### src/rtl/irq_accept_pkg.sv
package irq_accept_pkg;

  localparam int LVL_W        = 3;
  localparam int VEC_W        = 8;
  localparam int WORD_W       = 16;
  localparam int ADDR_W       = 32;
  localparam int PC_W         = 32;
  localparam int SR_S_BIT     = 13;
  localparam int SR_MASK_LSB  = 8;
  localparam int AUTOVEC_BASE = 24;
  localparam int WORD_BYTES   = WORD_W / 8;
  localparam int VEC_SHIFT    = 2;

  typedef enum logic [3:0] {
    ST_IDLE,
    ST_PUSH_LO,
    ST_PUSH_HI,
    ST_PUSH_SR,
    ST_ENTER,
    ST_POP_SR,
    ST_POP_HI,
    ST_POP_LO,
    ST_LEAVE
  } seq_state_e;

  function automatic logic [LVL_W-1:0] mask_of(input logic [WORD_W-1:0] sr);
    return sr[SR_MASK_LSB +: LVL_W];
  endfunction

  function automatic logic [WORD_W-1:0] entry_status(input logic [WORD_W-1:0] sr,
                                                     input logic [LVL_W-1:0]  lvl);
    logic [WORD_W-1:0] r;
    r = sr;
    r[SR_S_BIT] = 1'b1;
    r[SR_MASK_LSB +: LVL_W] = lvl;
    return r;
  endfunction

  function automatic logic [VEC_W-1:0] pick_vector(input logic             use_auto,
                                                   input logic [VEC_W-1:0] dev_vec,
                                                   input logic [LVL_W-1:0] lvl);
    return use_auto ? (VEC_W'(AUTOVEC_BASE) + VEC_W'(lvl)) : dev_vec;
  endfunction

  function automatic logic [ADDR_W-1:0] vector_address(input logic [VEC_W-1:0] vec);
    return ADDR_W'(vec) << VEC_SHIFT;
  endfunction

  function automatic logic [ADDR_W-1:0] frame_slot(input logic [ADDR_W-1:0] sp,
                                                   input int               words);
    return sp + ADDR_W'(words * WORD_BYTES);
  endfunction

endpackage

### src/rtl/irq_level_gate.sv
module irq_level_gate
  import irq_accept_pkg::*;
(
  input  logic             clk,
  input  logic             rst_n,
  input  logic [LVL_W-1:0] req_level,
  input  logic [LVL_W-1:0] cur_mask,
  input  logic             allow,
  output logic             take,
  output logic [LVL_W-1:0] take_level,
  output logic             nmi_rise,
  output logic             nmi_pending
);

  localparam logic [LVL_W-1:0] TOP_LVL = '1;

  logic prev_top_q;
  logic pend_q;
  logic maskable_ok;

  assign nmi_rise    = (req_level == TOP_LVL) && !prev_top_q;
  assign nmi_pending = pend_q | nmi_rise;
  assign maskable_ok = (req_level != TOP_LVL) && (req_level > cur_mask);
  assign take        = allow && (nmi_pending || maskable_ok);
  assign take_level  = nmi_pending ? TOP_LVL : req_level;

  always_ff @(posedge clk) begin
    if (!rst_n) begin
      prev_top_q <= 1'b0;
      pend_q     <= 1'b0;
    end else begin
      prev_top_q <= (req_level == TOP_LVL);
      pend_q     <= nmi_pending && !take;
    end
  end

endmodule

### src/rtl/irq_frame_seq.sv
module irq_frame_seq
  import irq_accept_pkg::*;
(
  input  logic              clk,
  input  logic              rst_n,
  input  logic              start_int,
  input  logic              start_rte,
  input  logic [LVL_W-1:0]  int_level,
  input  logic [VEC_W-1:0]  int_vector,
  input  logic [WORD_W-1:0] sr_in,
  input  logic [PC_W-1:0]   pc_in,
  input  logic [ADDR_W-1:0] sp_in,
  input  logic [WORD_W-1:0] mem_rdata,
  output logic              idle,
  output logic              mem_req,
  output logic              mem_we,
  output logic [ADDR_W-1:0] mem_addr,
  output logic [WORD_W-1:0] mem_wdata,
  output logic              iack,
  output logic [LVL_W-1:0]  iack_level,
  output logic              sr_wr,
  output logic [WORD_W-1:0] sr_out,
  output logic              sp_wr,
  output logic [ADDR_W-1:0] sp_out,
  output logic              pc_wr,
  output logic [PC_W-1:0]   pc_out,
  output logic              vec_fetch,
  output logic [ADDR_W-1:0] vec_addr
);

  localparam int FRAME_WORDS = (PC_W / WORD_W) + 1;

  seq_state_e        st_q;
  logic [LVL_W-1:0]  lvl_q;
  logic [VEC_W-1:0]  vec_q;
  logic [WORD_W-1:0] sr_q;
  logic [PC_W-1:0]   pc_q;
  logic [ADDR_W-1:0] sp_q;

  assign idle = (st_q == ST_IDLE);

  always_ff @(posedge clk) begin
    if (!rst_n) begin
      st_q  <= ST_IDLE;
      lvl_q <= '0;
      vec_q <= '0;
      sr_q  <= '0;
      pc_q  <= '0;
      sp_q  <= '0;
    end else begin
      unique case (st_q)
        ST_IDLE: begin
          if (start_rte) begin
            sp_q <= sp_in;
            st_q <= ST_POP_SR;
          end else if (start_int) begin
            lvl_q <= int_level;
            vec_q <= int_vector;
            sr_q  <= sr_in;
            pc_q  <= pc_in;
            sp_q  <= sp_in;
            st_q  <= ST_PUSH_LO;
          end
        end
        ST_PUSH_LO: st_q <= ST_PUSH_HI;
        ST_PUSH_HI: st_q <= ST_PUSH_SR;
        ST_PUSH_SR: st_q <= ST_ENTER;
        ST_ENTER:   st_q <= ST_IDLE;
        ST_POP_SR: begin
          sr_q <= mem_rdata;
          st_q <= ST_POP_HI;
        end
        ST_POP_HI: begin
          pc_q[PC_W-1:WORD_W] <= mem_rdata;
          st_q <= ST_POP_LO;
        end
        ST_POP_LO: begin
          pc_q[WORD_W-1:0] <= mem_rdata;
          st_q <= ST_LEAVE;
        end
        ST_LEAVE:   st_q <= ST_IDLE;
        default:    st_q <= ST_IDLE;
      endcase
    end
  end

  assign iack_level = lvl_q;
  assign vec_addr   = vector_address(vec_q);
  assign pc_out     = pc_q;

  always_comb begin
    mem_req   = 1'b0;
    mem_we    = 1'b0;
    mem_addr  = '0;
    mem_wdata = '0;
    iack      = 1'b0;
    sr_wr     = 1'b0;
    sr_out    = '0;
    sp_wr     = 1'b0;
    sp_out    = '0;
    pc_wr     = 1'b0;
    vec_fetch = 1'b0;
    unique case (st_q)
      ST_PUSH_LO: begin
        mem_req   = 1'b1;
        mem_we    = 1'b1;
        mem_addr  = frame_slot(sp_q, -1);
        mem_wdata = pc_q[WORD_W-1:0];
        iack      = 1'b1;
      end
      ST_PUSH_HI: begin
        mem_req   = 1'b1;
        mem_we    = 1'b1;
        mem_addr  = frame_slot(sp_q, -2);
        mem_wdata = pc_q[PC_W-1:WORD_W];
      end
      ST_PUSH_SR: begin
        mem_req   = 1'b1;
        mem_we    = 1'b1;
        mem_addr  = frame_slot(sp_q, -FRAME_WORDS);
        mem_wdata = sr_q;
      end
      ST_ENTER: begin
        sr_wr     = 1'b1;
        sr_out    = entry_status(sr_q, lvl_q);
        sp_wr     = 1'b1;
        sp_out    = frame_slot(sp_q, -FRAME_WORDS);
        vec_fetch = 1'b1;
      end
      ST_POP_SR: begin
        mem_req  = 1'b1;
        mem_addr = sp_q;
      end
      ST_POP_HI: begin
        mem_req  = 1'b1;
        mem_addr = frame_slot(sp_q, 1);
      end
      ST_POP_LO: begin
        mem_req  = 1'b1;
        mem_addr = frame_slot(sp_q, 2);
      end
      ST_LEAVE: begin
        sr_wr  = 1'b1;
        sr_out = sr_q;
        sp_wr  = 1'b1;
        sp_out = frame_slot(sp_q, FRAME_WORDS);
        pc_wr  = 1'b1;
      end
      default: ;
    endcase
  end

endmodule

### src/rtl/irq_accept_unit.sv
module irq_accept_unit
  import irq_accept_pkg::*;
(
  input  logic              clk,
  input  logic              rst_n,
  input  logic [LVL_W-1:0]  req_level,
  input  logic [VEC_W-1:0]  vec_num,
  input  logic              vec_auto,
  input  logic              rte_cmd,
  input  logic [WORD_W-1:0] sr_in,
  input  logic [PC_W-1:0]   pc_in,
  input  logic [ADDR_W-1:0] sp_in,
  input  logic [WORD_W-1:0] mem_rdata,
  output logic              busy,
  output logic              mem_req,
  output logic              mem_we,
  output logic [ADDR_W-1:0] mem_addr,
  output logic [WORD_W-1:0] mem_wdata,
  output logic              iack,
  output logic [LVL_W-1:0]  iack_level,
  output logic              sr_wr,
  output logic [WORD_W-1:0] sr_out,
  output logic              sp_wr,
  output logic [ADDR_W-1:0] sp_out,
  output logic              pc_wr,
  output logic [PC_W-1:0]   pc_out,
  output logic              vec_fetch,
  output logic [ADDR_W-1:0] vec_addr
);

  logic             seq_idle;
  logic             gate_allow;
  logic             rte_go;
  logic             take;
  logic [LVL_W-1:0] take_level;
  logic             nmi_rise;
  logic             nmi_pending;
  logic [VEC_W-1:0] chosen_vec;

  assign gate_allow = seq_idle && !rte_cmd;
  assign rte_go     = seq_idle && rte_cmd;
  assign chosen_vec = pick_vector(vec_auto, vec_num, take_level);
  assign busy       = !seq_idle;

  irq_level_gate u_gate (
    .clk         (clk),
    .rst_n       (rst_n),
    .req_level   (req_level),
    .cur_mask    (mask_of(sr_in)),
    .allow       (gate_allow),
    .take        (take),
    .take_level  (take_level),
    .nmi_rise    (nmi_rise),
    .nmi_pending (nmi_pending)
  );

  irq_frame_seq u_seq (
    .clk        (clk),
    .rst_n      (rst_n),
    .start_int  (take),
    .start_rte  (rte_go),
    .int_level  (take_level),
    .int_vector (chosen_vec),
    .sr_in      (sr_in),
    .pc_in      (pc_in),
    .sp_in      (sp_in),
    .mem_rdata  (mem_rdata),
    .idle       (seq_idle),
    .mem_req    (mem_req),
    .mem_we     (mem_we),
    .mem_addr   (mem_addr),
    .mem_wdata  (mem_wdata),
    .iack       (iack),
    .iack_level (iack_level),
    .sr_wr      (sr_wr),
    .sr_out     (sr_out),
    .sp_wr      (sp_wr),
    .sp_out     (sp_out),
    .pc_wr      (pc_wr),
    .pc_out     (pc_out),
    .vec_fetch  (vec_fetch),
    .vec_addr   (vec_addr)
  );

endmodule

### config.mk
export PLATFORM = sky130hd
export DESIGN_NAME = irq_accept_unit
export DESIGN_NICKNAME = d
export VERILOG_FILES = /design/src/rtl/irq_accept_pkg.sv /design/src/rtl/irq_level_gate.sv /design/src/rtl/irq_frame_seq.sv /design/src/rtl/irq_accept_unit.sv
export SDC_FILE = /design/constraint.sdc
export NUM_CORES = 1
export LEC_CHECK = 0
export BUFFER_PORTS_ARGS = -buffer_cell sky130_fd_sc_hd__buf_2
export CORE_MARGIN = 3
export CORE_UTILIZATION = 59
export DETAILED_ROUTE_END_ITERATION = 8
export GPL_ROUTABILITY_DRIVEN = 1
export PLACE_DENSITY = 0.95
export RECOVER_POWER = 100
export SLEW_MARGIN = 10
export SYNTH_ARGS = -nofsm -noshare
export SYNTH_HDL_FRONTEND = slang
export SYNTH_SLANG_ARGS = --single-unit
### constraint.sdc
create_clock -name clk -period 9.2 [get_ports clk]
set_input_delay 1.38 -clock clk [delete_from_list [all_inputs] [get_ports clk]]
set_output_delay 1.38 -clock clk [all_outputs]
set_load 0.005 [all_outputs]
* Word level (Yosys, flattened, before mapping)
Index checks and enable logic that the tools add are counted.
** Storage, ports and cells
- Bits in registers :: 97
- Bits in latches :: 0
- RAM bits :: 0
- Bits in read-only memories :: 0
- Input bits :: 111
- Output and inout bits :: 171
- Logic and storage cells :: 80
- Memories kept :: 0
** Operators by class
- Add/sub/neg operators :: 7
- $mul :: 0
- Divide/modulo/power cells :: 0
- $lt $le $gt $ge :: 1
- Equal/unequal tests :: 13
- Shift operators :: 0
- Muxes and demuxes :: 24
- Bitwise operators :: 2
- Reductions and logical operators :: 24
** Operator list (count)
- one-hot mux 32 bit (6 select lines) :: 1
- two-way mux 32 bit :: 4
- one-hot mux 16 bit (2 select lines) :: 4
- adder 32 bit (second input constant) :: 3
- adder 32 x 3 -> 32 bit (second input constant) :: 2
- one-hot mux 32 bit (2 select lines) :: 1
- one-hot mux 16 bit (3 select lines) :: 1
- adder 32 x 2 -> 32 bit (second input constant) :: 1
- two-way mux 16 bit :: 2
- one-hot mux 4 bit (7 select lines) :: 1
- == test 4 x 3 -> 1 bit (second input constant) :: 4
- AND reduction 3 bit :: 4
- == test 4 x 2 -> 1 bit (second input constant) :: 2
- two-way mux 4 bit :: 2
- two-way mux 8 bit :: 1
- nonzero test 2 bit :: 4
- adder 5 x 3 -> 6 bit (first input constant) :: 1
- logical AND 1 bit :: 6
- two-way mux 1 bit :: 6
- OR reduction 6 bit :: 1
- == test 4 x 1 -> 1 bit (second input constant) :: 1
- == test 4 bit (second input constant) :: 1
- logical NOT 1 bit :: 4
- logical NOT 4 bit :: 1
- other kinds (13) :: 13

* Depth between registers and ports, before layout
- Depth after elaboration :: 8
- Depth in mapped cells :: 15
- Depth with buffers taken out :: 14

* Modules after synthesis
From an unflattened synthesis, not the netlist that was laid out.
** Second synthesis, totals
- Cell total of the unflattened synthesis :: 1497
- Area total of the unflattened synthesis :: 10488.8 µm²
** Modules (own cells, without submodules)
- irq_frame_seq :: times used 1, cells each 1462, area each 10208.5 µm², sequential area each 1901.8 µm²
- irq_level_gate :: times used 1, cells each 24, area each 191.4 µm², sequential area each 40.0 µm²
- irq_accept_unit :: times used 1, cells each 11, area each 88.8 µm², sequential area each 0.0 µm²

* Least setup slack after synthesis
OpenSTA, ideal clock, no wires.
- Kind :: reg2out
- Start :: register u_seq.st_q[0]
- End :: output mem_addr[28]
- Arrival time :: 4.116 ns
- Data required time :: 7.820 ns
- Setup slack :: 3.704 ns
- Cell stages (with the launch flop) :: 15
- Buffers on the path :: 2
- Cells stage by stage :: dfxtp_1 -> clkbuf_1 -> nor2b_1 -> nand2_1 -> clkbuf_1 -> ha_1 -> o21a_1 -> a21oi_1 -> o2bb2ai_1 -> o31a_1 -> o21ai_0 -> a31oi_1 -> or3_1 -> a31o_2 -> o211ai_1
** On the way
- Cells in the longest elaborated chain, start to end :: 2
- Elaborated cells between the ends (all ways) :: 7
- Classes of those cells :: eq/ne: 6; mux: 1
** RTL lines
- start, declared :: line irq_frame_seq.sv:33 : seq_state_e st_q;
- start signal, assigned :: line irq_frame_seq.sv:44 : st_q <= ST_IDLE;
- start signal, assigned :: line irq_frame_seq.sv:55 : st_q <= ST_POP_SR;
- start signal, assigned :: line irq_frame_seq.sv:62 : st_q <= ST_PUSH_LO;
- == test 4 x 3 -> 1 bit, or another cell as far along :: line irq_frame_seq.sv:103 : unique case (st_q)
- one-hot mux 32 bit (6 select lines) (*) :: line irq_frame_seq.sv:103
- end, declared :: line irq_accept_unit.sv:17 : output logic [ADDR_W-1:0] mem_addr,
Every way passes the cells marked *; elsewhere a longest branch is shown, timed or not.

* Worst setup path in the final report
- Start :: register u_seq.st_q[0]
- End :: output mem_addr[30]
Same word-level chain as after synthesis.

==> impl_results.md <==
* Status: finished with violations
* CTS clk-pin slew, worst paths at 0.08 ns
* Cells after Synth at 1481
* GRT overflow at 0
* Post-synthesis simple-gate area fraction at 0.233
* Crit path max fanout at 38
* Worst-margin pin slew at ~3.7 ns
* DPL Wire Length at 27000 um
* Initial antenna violation count at 1
* Critical Path RT at 7.82 ns
* Antenna cell count at 0
* CTS buffer count at 9
* FMAX at 0.128 GHz
* Library cells used by synthesis at between 70 and 80
* Violated checks: max-capacitance violations, max-slew violations
* Synth Area in Adders at 0.0857
* Seq/Total Area, Yosys at 0.187
* Total die area at about 19000 sq um
* Largest family of logic cells by synthesized area: compound AO/OA/AOI/OAI gates
* Primary FF master, synth: dfxtp_1
* Synth Warn # at 0
* Synthesized cell area at 10400 sq um
* RSZ-0062 raised after global routing: false
* Final nets at 1818
* WL/cell at ~20 um
* Mean post-synth cell area at 7.02 sq um
* Fillers at roughly 1500
* Worst slew margin at -1.48
* DIE WIDTH at around 140 um
* Via density at about 6.6
* Setup slack after placement at roughly 2.8 ns
* DR DRC count at 0
* Clk Latency, worst-skew pair at 0.36 ns
* Setup crit end kind: output port
* Clock tree buffer depth at 2
* Tcrit/Tclk final at 0.849
* Leakage at between 5 and 6 nW
* Cell area power density at between 200 and 250 nW/um^2
* CP Launch Type: flip-flop
* Ys async rst share at 0
* Placer Congestion at around 1.0
* Pins over their slew limit at around 290
* Max Cap Violations at 7
* PortBufs at 257
* CTS tree: built
* Initial Util at 0.613
* Post-synthesis mux area share at 0.0655
* #FFs+latches synth at between 90 and 100
* Critical path class: flip-flop to output port
* GRT Resource Usage Total at 0.358
* Setup violators final at 0
* Root Driver: clkbuf_16
* Site Rows at 47
* Slack of the critical path at ~1.4 ns
* Hold buffer count at cts at 0
* Setup Fix Bufs, Post-CTS at 0
* Die H at 139 um
* Via Count at between 10000 and 15000
* Worst Clk Skew at 0.0149 ns
* Fin Setup TNS at 0 ns
* DP Area at between 10000 and 15000 sq um
* Layout overhead on the synthesized area at 12.1%
* Post-Synth XOR/XNOR Area at 0.0480
* Final ANT Viol Nets at 0
* Post-Route WL at 37300 um
* CTS H-tree lvls at 3
* Post-route minimum period at 7.81 ns
* Largest net degree at the start of global routing at 73
* Compound-Gate Fraction of Synth Area at 0.307
* Hold Vio Cnt, Final at 0
* Fin Hold WS at slightly below 0.5 ns
* Design area at between 10000 and 15000 sq um
* Post-synth EDFFs at 0
* HP Class: flip-flop to flip-flop
* Clk sink count at 97
* First-pass GRT wire length at around 58000 um
* DR iter-0 viols at 1589
* Crit path DAT at 6.43 ns
* Layout cell share with drive strength beyond 1 at 0.126
* Worst vdd ir at ~0.13 mV
* Number of global-route vias before repair at 11300
* Core area at ~17000 sq um
* Post-cts sizing count at 0
* First-pass DRT Iterations at 7
* I/O pin cnt at around 280
-- logic make-up (layout without fill, tap and decap cells) --
family / count (synthesis) / count (layout)
compound gates: 488 / 488
fa+ha+maj: 70 / 70
other cells: 1 / 24
simple gates: 525 / 525
mux: 66 / 66
xor+xnor: 57 / 57
buf+inv: 177 / 314
flops: 97 / 97
-- layout make-up --
cell class                 instances  area (sq um)  share of cell area
clock inverter                     5           104             0.00892
tap                              220           275              0.0236
multi-input combinational       1230          7770               0.667
inverter                          31           116             0.00999
clock buffer                      10           229              0.0197
sequential                        97          1940               0.167
timing repair buffer             268          1210               0.104
-- layer usage --
| layer | global-route usage | vias to the layer above | wire (um) |
|---|---|---|---|
| met1 | 0.446 | 5621 | 14000 |
| met2 | 0.592 | 909 | 17100 |
| met5 | 0 | - | 17 |
| met4 | 0.161 | 2 | 1600 |
| met3 | 0.0828 | 143 | 4530 |
| li1 | - | 5667 | - |
-- critical path: stages, from the launching register on --
cell and delay [ns]:
dfxtp_1 0.34, clkbuf_1 1.01, nand3_1 1.21, buf_4 0.63, ha_1 0.42, and2_1 0.21, a221o_1 0.35, a221o_1 0.44
a21oi_1 0.35, o21ai_0 0.15, a221oi_1 0.34, xor2_1 0.22, o221ai_1 0.16, clkbuf_1 0.17
-- synthesized netlist by cell type (11+ instances only) --
cell | n | area (sq um)
buf_4 | 26 | 195
o221ai_1 | 16 | 140
nand3_1 | 26 | 130
clkbuf_1 | 107 | 402
nor2_1 | 186 | 698
nor3_1 | 27 | 135
o211ai_1 | 12 | 90.1
xor2_1 | 31 | 272
mux2i_1 | 50 | 500
xnor2_1 | 26 | 228
dfxtp_1 | 97 | 1940
mux2_2 | 16 | 180
nand2_1 | 169 | 634
o21bai_1 | 11 | 82.6
a22oi_1 | 28 | 210
o21ai_0 | 75 | 375
ha_1 | 68 | 851
a21oi_1 | 157 | 786
nand4_1 | 12 | 75.1
nor2b_1 | 21 | 131
inv_1 | 31 | 116
a221oi_1 | 19 | 166
a21o_1 | 31 | 233
or2_2 | 11 | 68.8
a211oi_1 | 59 | 443
and3_1 | 11 | 68.8
-- stage by stage --
step                      total power, mW   util  std cells
final                                2.76  0.688       1861
after global routing                 2.92  0.688       1861
after CTS                            2.71  0.698       1861
after detailed placement             2.25  0.679       1846
after global placement               2.22  0.679       1846
after floorplan                      1.77      -       1504
-- placed cells by master (no fill, tap or decap), types with 26 or more instances in the layout --
master	instances
xor2_1	31
mux2i_1	50
a21oi_1	157
o21ai_0	75
a21o_1	31
nand3_1	26
nand2_1	167
buf_2	142
a22oi_1	28
inv_1	31
dfxtp_1	97
xnor2_1	26
nor2_1	186
ha_1	68
nor3_1	27
clkbuf_1	114
a211oi_1	59
-- flip-flops by register name, summed over array words and instances (netlist names) --
signal and count:
u_seq.pc_out 32, u_seq.sp_q 32, u_seq.sr_q 16, u_seq.vec_q 8, u_seq.st_q 4, u_seq.iack_level 3, u_gate.pend_q 1, u_gate.prev_top_q 1
-- where the power goes --
part | total (mW) | internal, mW | switching, mW
Sequential | 0.602 | 0.476 | 0.126
Clock | 0.452 | 0.266 | 0.186
Combinational | 1.70 | 0.678 | 1.03
Total | 2.76 | 1.42 | 1.34
-- final timing paths --
| kind | startpoint | end | slack (ns) | cells after the start |
|---|---|---|---|---|
| worst max-delay path | u_seq.st_q[0] | mem_addr[30] | 1.39 | 13 |
| worst min-delay path | u_seq.vec_q[6] | u_seq.vec_q[6] | 0.49 | 2 |
| worst max register to register | u_seq.st_q[0] | u_seq.pc_out[13] | 3.43 | 7 |
| worst min register to register | u_seq.vec_q[6] | u_seq.vec_q[6] | 0.49 | 2 |
Power figures use the tool's default switching activity.
